--- config.mk ---
export PLATFORM = sky130hd
export DESIGN_NAME = psr_exc_ctrl
export DESIGN_NICKNAME = d
export VERILOG_FILES = /design/src/rtl/psr_exc_pkg.sv /design/src/rtl/psr_req_sync.sv /design/src/rtl/psr_exc_pick.sv /design/src/rtl/psr_exc_seq.sv /design/src/rtl/psr_exc_ctrl.sv
export SDC_FILE = /design/constraint.sdc
export NUM_CORES = 1
export LEC_CHECK = 0
export ABC_AREA = 0
export BUFFER_PORTS_ARGS = -buffer_cell sky130_fd_sc_hd__buf_2
export CORE_UTILIZATION = 40
export CTS_CLUSTER_DIAMETER = 200
export DETAILED_ROUTE_END_ITERATION = 10
export HOLD_SLACK_MARGIN = 0.12
export PLACE_DENSITY = 0.66
export SETUP_SLACK_MARGIN = 0.2
export SYNTH_ARGS = -nofsm -noshare
export SYNTH_HDL_FRONTEND = slang
export SYNTH_HIERARCHICAL = 1
export SYNTH_SLANG_ARGS = --single-unit
--- constraint.sdc ---
create_clock -name clk -period 6.23 [get_ports clk]
set_input_delay 0.3115 -clock clk [delete_from_list [all_inputs] [get_ports clk]]
set_output_delay 0.3115 -clock clk [all_outputs]
set_load 0.005 [all_outputs]
--- src/rtl/psr_exc_pkg.sv ---
`timescale 1ns/1ps
package psr_exc_pkg;
   localparam logic [4:0] MODE_SVC = 5'b10011;
   localparam logic [4:0] MODE_FIQ = 5'b10001;
   localparam logic [4:0] MODE_IRQ = 5'b10010;

   typedef struct packed {
      logic       imask;
      logic       fmask;
      logic       thumb;
      logic [4:0] mode;
   } stat_t;

   typedef enum logic [1:0] {
      EV_NONE = 2'd0,
      EV_IRQ  = 2'd1,
      EV_FIQ  = 2'd2
   } ev_t;
endpackage

--- src/rtl/psr_req_sync.sv ---
`timescale 1ns/1ps
module psr_req_sync #(
   parameter int DEPTH = 4
) (
   input  logic clk,
   input  logic rst_n,
   input  logic d,
   output logic q
);
   logic [DEPTH-1:0] stg;

   generate
      if (DEPTH < 2) begin : g_bad_depth
         $error("psr_req_sync: DEPTH must be at least 2");
      end
   endgenerate

   always_ff @(posedge clk) begin
      if (!rst_n) stg <= '0;
      else        stg <= {stg[DEPTH-2:0], d};
   end

   assign q = stg[DEPTH-1];
endmodule

--- src/rtl/psr_exc_pick.sv ---
`timescale 1ns/1ps
module psr_exc_pick
   import psr_exc_pkg::*;
(
   input  logic fiq_s,
   input  logic irq_s,
   input  logic fmask,
   input  logic imask,
   input  logic bound,
   input  logic idle,
   output ev_t  ev
);
   always_comb begin
      ev = EV_NONE;
      if (bound && idle) begin
         if (fiq_s && !fmask)      ev = EV_FIQ;
         else if (irq_s && !imask) ev = EV_IRQ;
      end
   end
endmodule

--- src/rtl/psr_exc_seq.sv ---
`timescale 1ns/1ps
module psr_exc_seq #(
   parameter int ENTRY_CYC = 2,
   parameter int ABORT_CYC = 3
) (
   input  logic clk,
   input  logic rst_n,
   input  logic start,
   input  logic abort,
   output logic busy,
   output logic commit
);
   localparam int CW = $clog2(ENTRY_CYC + ABORT_CYC + 1);
   localparam logic [CW-1:0] LD_PLAIN = CW'(ENTRY_CYC - 1);
   localparam logic [CW-1:0] LD_ABORT = CW'(ENTRY_CYC + ABORT_CYC - 1);

   logic [CW-1:0] cnt;

   always_ff @(posedge clk) begin
      if (!rst_n) begin
         busy <= 1'b0;
         cnt  <= '0;
      end else if (!busy) begin
         if (start) begin
            busy <= 1'b1;
            cnt  <= abort ? LD_ABORT : LD_PLAIN;
         end
      end else if (cnt == '0) begin
         busy <= 1'b0;
      end else begin
         cnt <= cnt - 1'b1;
      end
   end

   assign commit = busy && (cnt == '0);
endmodule

--- src/rtl/psr_exc_ctrl.sv ---
`timescale 1ns/1ps
module psr_exc_ctrl
   import psr_exc_pkg::*;
#(
   parameter int          AW         = 32,
   parameter int          SYNC_LEN   = 4,
   parameter int          ENTRY_CYC  = 2,
   parameter int          ABORT_CYC  = 3,
   parameter int          FETCH_STEP = 4,
   parameter logic [31:0] RST_VEC    = 32'h0000_0000,
   parameter logic [31:0] IRQ_VEC    = 32'h0000_0018,
   parameter logic [31:0] FIQ_VEC    = 32'h0000_001C
) (
   input  logic          clk,
   input  logic          rst_n,
   input  logic          irq_req,
   input  logic          fiq_req,
   input  logic          insn_bound,
   input  logic          abort_pend,
   input  logic [AW-1:0] cur_pc,
   input  logic          st_we,
   input  logic [7:0]    st_wdata,
   output logic [7:0]    st_word,
   output logic          t_state,
   output logic          redirect,
   output logic [AW-1:0] vec_addr,
   output logic [AW-1:0] fetch_addr,
   output logic [AW-1:0] svc_lr,
   output logic [7:0]    svc_spsr,
   output logic [AW-1:0] irq_lr,
   output logic [7:0]    irq_spsr,
   output logic [AW-1:0] fiq_lr,
   output logic [7:0]    fiq_spsr
);
   localparam logic [AW-1:0] STEP = AW'(FETCH_STEP);
   localparam logic [AW-1:0] V_RST = AW'(RST_VEC);
   localparam logic [AW-1:0] V_IRQ = AW'(IRQ_VEC);
   localparam logic [AW-1:0] V_FIQ = AW'(FIQ_VEC);

   generate
      if (SYNC_LEN < 2 || SYNC_LEN > 4) begin : g_bad_sync
         $error("psr_exc_ctrl: SYNC_LEN must lie in 2..4");
      end
      if (ENTRY_CYC < 1) begin : g_bad_entry
         $error("psr_exc_ctrl: ENTRY_CYC must be at least 1");
      end
      if (AW < 8) begin : g_bad_aw
         $error("psr_exc_ctrl: AW too small for vectors");
      end
   endgenerate

   stat_t         st;
   logic          rst_pend;
   logic          fiq_s, irq_s;
   logic          busy, commit, accept;
   ev_t           ev, ev_hold;
   logic [AW-1:0] lr_hold;

   psr_req_sync #(.DEPTH(SYNC_LEN)) u_sync_fiq (
      .clk(clk), .rst_n(rst_n), .d(fiq_req), .q(fiq_s));
   psr_req_sync #(.DEPTH(SYNC_LEN)) u_sync_irq (
      .clk(clk), .rst_n(rst_n), .d(irq_req), .q(irq_s));

   psr_exc_pick u_pick (
      .fiq_s(fiq_s), .irq_s(irq_s), .fmask(st.fmask), .imask(st.imask),
      .bound(insn_bound), .idle(!busy && !rst_pend), .ev(ev));

   assign accept = (ev != EV_NONE);

   psr_exc_seq #(.ENTRY_CYC(ENTRY_CYC), .ABORT_CYC(ABORT_CYC)) u_seq (
      .clk(clk), .rst_n(rst_n), .start(accept), .abort(abort_pend),
      .busy(busy), .commit(commit));

   always_ff @(posedge clk) begin
      if (!rst_n) begin
         rst_pend   <= 1'b1;
         redirect   <= 1'b0;
         fetch_addr <= fetch_addr + STEP;
      end else if (rst_pend) begin
         rst_pend   <= 1'b0;
         svc_lr     <= cur_pc;
         svc_spsr   <= st;
         st         <= '{imask: 1'b1, fmask: 1'b1, thumb: 1'b0, mode: MODE_SVC};
         fetch_addr <= V_RST;
         vec_addr   <= V_RST;
         redirect   <= 1'b1;
      end else begin
         redirect   <= 1'b0;
         fetch_addr <= fetch_addr + STEP;
         if (commit) begin
            redirect <= 1'b1;
            if (ev_hold == EV_FIQ) begin
               fiq_lr     <= lr_hold;
               fiq_spsr   <= st;
               st         <= '{imask: 1'b1, fmask: 1'b1, thumb: 1'b0, mode: MODE_FIQ};
               vec_addr   <= V_FIQ;
               fetch_addr <= V_FIQ;
            end else begin
               irq_lr     <= lr_hold;
               irq_spsr   <= st;
               st         <= '{imask: 1'b1, fmask: st.fmask, thumb: 1'b0, mode: MODE_IRQ};
               vec_addr   <= V_IRQ;
               fetch_addr <= V_IRQ;
            end
         end else if (st_we) begin
            st <= stat_t'(st_wdata);
         end
         if (accept) begin
            ev_hold <= ev;
            lr_hold <= cur_pc;
         end
      end
   end

   assign st_word = st;
   assign t_state = st.thumb;
endmodule

==> summary.md <==
| Metric | Value |
|---|---|
| Clock H-tree levels | 1 |
| Share of async-settable or async-resettable flops after synthesis | 0% |
| FF-to-FF path depth | 5 |
| Final Max Tran Viols | 0 |
| Area share of xor/xnor cells in the synthesized design | 1.21% |
| Post-DRT Antenna Nets | 0 |
| Remaining DRCs | 0 |
| Die area | 18600 um2 |
| Post-DR wirelength/cell | 16.6 um |
| Clock-pin slew on the worst setup and hold paths | 0.06 ns |
| TritonRoute pass-1 iters | 4 |
| Max Buffers Root-to-Sink | 3 |
| Largest family of logic cells by synthesized area | simple AND/OR/NAND/NOR gates |
| Synth Instances | 435 |
| Die H | 136 um |
| Initial core utilization | 41.4% |
| Max_cap viols | 0 |
| Avg Cell Area, Syn | 16.6 um2 |
| Post-CTS Setup Inserts | 0 |
| Clock tree from TritonCTS | yes |
| Register bit total from synthesis | 208 |
| Setup TNS | 0 ns |
| R2r setup slk | 3.90 ns |
| Uppermost routed layer | met4 |
| Simple-Gate Fraction of Synth Area | 9.21% |
| Final Hold Fails | 0 |
| Critical Path RT | 6.33 ns |
| Total gr overflow | 0 |
| Data arrival, critical path | 2.43 ns |
| Status | completed |
| Leakage power | 3.65 nW |
| Post_cts resized | 0 |
| DR vias | 4514 |
| CP Launch Type | flip-flop |
| Starting DRT DRC Count | 212 |
| CP endpoint kind | flip-flop |
| Hold Path Depth | 3 |
| Synth warnings | 6 |
| Synth cell types | 43 |
| Clk_lat worst skew | 0.49 ns |
| Clock Tree Root | clkbuf_16 |
| PortBufs | 209 |
| Commonest non-fill, non-tap cells in the layout | buf_2 (209), edfxtp_1 (164), dfxtp_1 (44) |
| Routability cong. | 0.757 |
| CP max FO | 29 |
| Core area | 17500 um2 |
| Placed Instances | 860 |
| Total Nets Final | 747 |
| Compound-gate portion of the synthesized area | 3.95% |
| Maximum VDD drop | 0.182 mV |
| Final Setup Violations | 0 |
| Layout area overhead | 31.3% |
| Detailed Place HPWL | 10500 um |
| RSZ-0062 raised after global routing | false |
| Die W | 136 um |
| Vias per cell | 4.82 |
| Final worst path period need | 2.33 ns |
| Max frequency | 430 MHz |
| Gr usage total | 15.9% |
| Crit share post-route | 37.3% |
| Setup Crit Path Kind | reg2reg |
| Post-synth EDFFs | 164 |
| Fin cells | 937 |
| Io pins | 241 |
| Vias in the first global route | 4285 |
| Mux cell area share after synthesis | 0.138% |
| Worst min-delay path class | in2reg |
| Num CTS Buffers | 21 |
| Total Wirelength | 15600 um |
| Commonest non-fill, non-tap cell in the layout | buf_2 |
| Largest net degree at the start of global routing | 41 |
| PwrDens | 306 nW/um2 |
| Rel. slew slack | 22.1% |
| Ant diodes | 0 |
| Share of cells above drive strength 1 | 35.8% |
| Register area share after synthesis | 80.3% |
| Filler Cells Inserted | 1425 |
| Sinks on Clock Net | 208 |
| Global-route wire length before repair | 22400 um |
| Rows | 48 |
| Clock skew | 0.00840 ns |
| Initial antenna violation count | 0 |
| Post-Syn Area | 7230 um2 |
| Slew @ Worst Pin | 1.17 ns |
| Top FF cell, synth | edfxtp_1 |
| Cts hold-fix bufs | 39 |
| Met2 WL | 7700 um |
| Synth Area in Adders | 0.519% |
| Metal-1 WL | 6270 um |
| Met3 WL | 1310 um |
==> critical path, stage by stage (launching register included) <==
cell and delay, ns:
dfxtp_1 0.32, inv_1 0.08, ha_1 0.19, and3b_4 0.32
nor2_1 0.12, nor2_2 0.91
==> state kept, by name, summed over array words and instances (netlist names), 3 cells and up <==
register        flops
lr_hold            32
fiq_spsr            8
st_word             7
u_sync_fiq/stg      4
svc_lr             32
u_sync_irq/stg      4
svc_spsr            8
irq_spsr            8
irq_lr             32
fetch_addr         30
fiq_lr             32
u_seq/cnt           3
==> metrics by stage <==
stage	area, um2	hold slack (ns)	setup slack, ns	total power (W)	util, %
floorplan	7340	0.406	1.86	0.00163	-
global placement	8420	0.414	4.02	0.00167	48.2
detailed placement	8420	0.418	3.91	0.00168	48.2
CTS	9490	0.147	3.92	0.00294	54.3
global route	9490	0.164	3.80	0.00300	54.3
finish	9490	0.166	3.90	0.00291	54.3
==> power breakdown <==
group	switching, W	leakage (nW)	total [W]	internal (W)
sequential	0.0000276	1.85	0.00155	0.00152
combinational	0.0000595	1.47	0.000120	0.0000601
clock	0.000493	0.329	0.00124	0.000746
total	0.000580	3.65	0.00291	0.00233
==> logic make-up after synthesis <==
kind of cell	Yosys count
flops	208
other cells	1
mux	1
compound gates	48
simple gates	112
xor+xnor	10
buf+inv	52
fa+ha+maj	3
==> synth_stat cells, types with 2 or more instances <==
master      n  share of area, %
edfxtp_1  164                68
dfxtp_1    44                12
buf_4      33               3.4
a21oi_1    20               1.4
nor2_1     18              0.93
nand2_1    16              0.83
and2_1     12               1.0
or3_1      12               1.0
or4_1      12               1.2
o21ai_0    11              0.76
inv_1      10              0.52
o31ai_1    10               1.0
nand3_1     9              0.62
clkbuf_1    7              0.36
nand4_1     7              0.61
xnor2_1     7              0.85
nor3_1      6              0.42
and3_1      5              0.43
ha_1        3              0.52
xor2_1      3              0.36
a31oi_1     2              0.17
buf_6       2              0.31
nor4_1      2              0.17
==> metal layers <==
layer,up-vias,GRT usage (%)
met5,-,0
met4,0,5.31
met3,25,3.36
met2,222,28.5
met1,2173,18.7
li1,2094,-
==> cell type report <==
cell class / instances / area [um2] / area share (%)
clock buffer: 25 / 541 / 5.69
clock inverter: 13 / 145 / 1.53
inverter: 10 / 37.5 / 0.395
multi-input combinational: 205 / 1220 / 12.9
sequential: 208 / 5810 / 61.2
tap: 225 / 282 / 2.97
timing repair buffer: 251 / 1460 / 15.4
==> worst paths after layout <==
| path | to | from |
|---|---|---|
| max | vec_addr[2] | u_seq/cnt[0] |
| min | st_word[1] | st_wdata[1] |
| max reg2reg | vec_addr[2] | u_seq/cnt[0] |
| min reg2reg | u_sync_fiq/stg[2] | u_sync_fiq/stg[1] |
No activity file was read; power rests on OpenSTA's default activity.
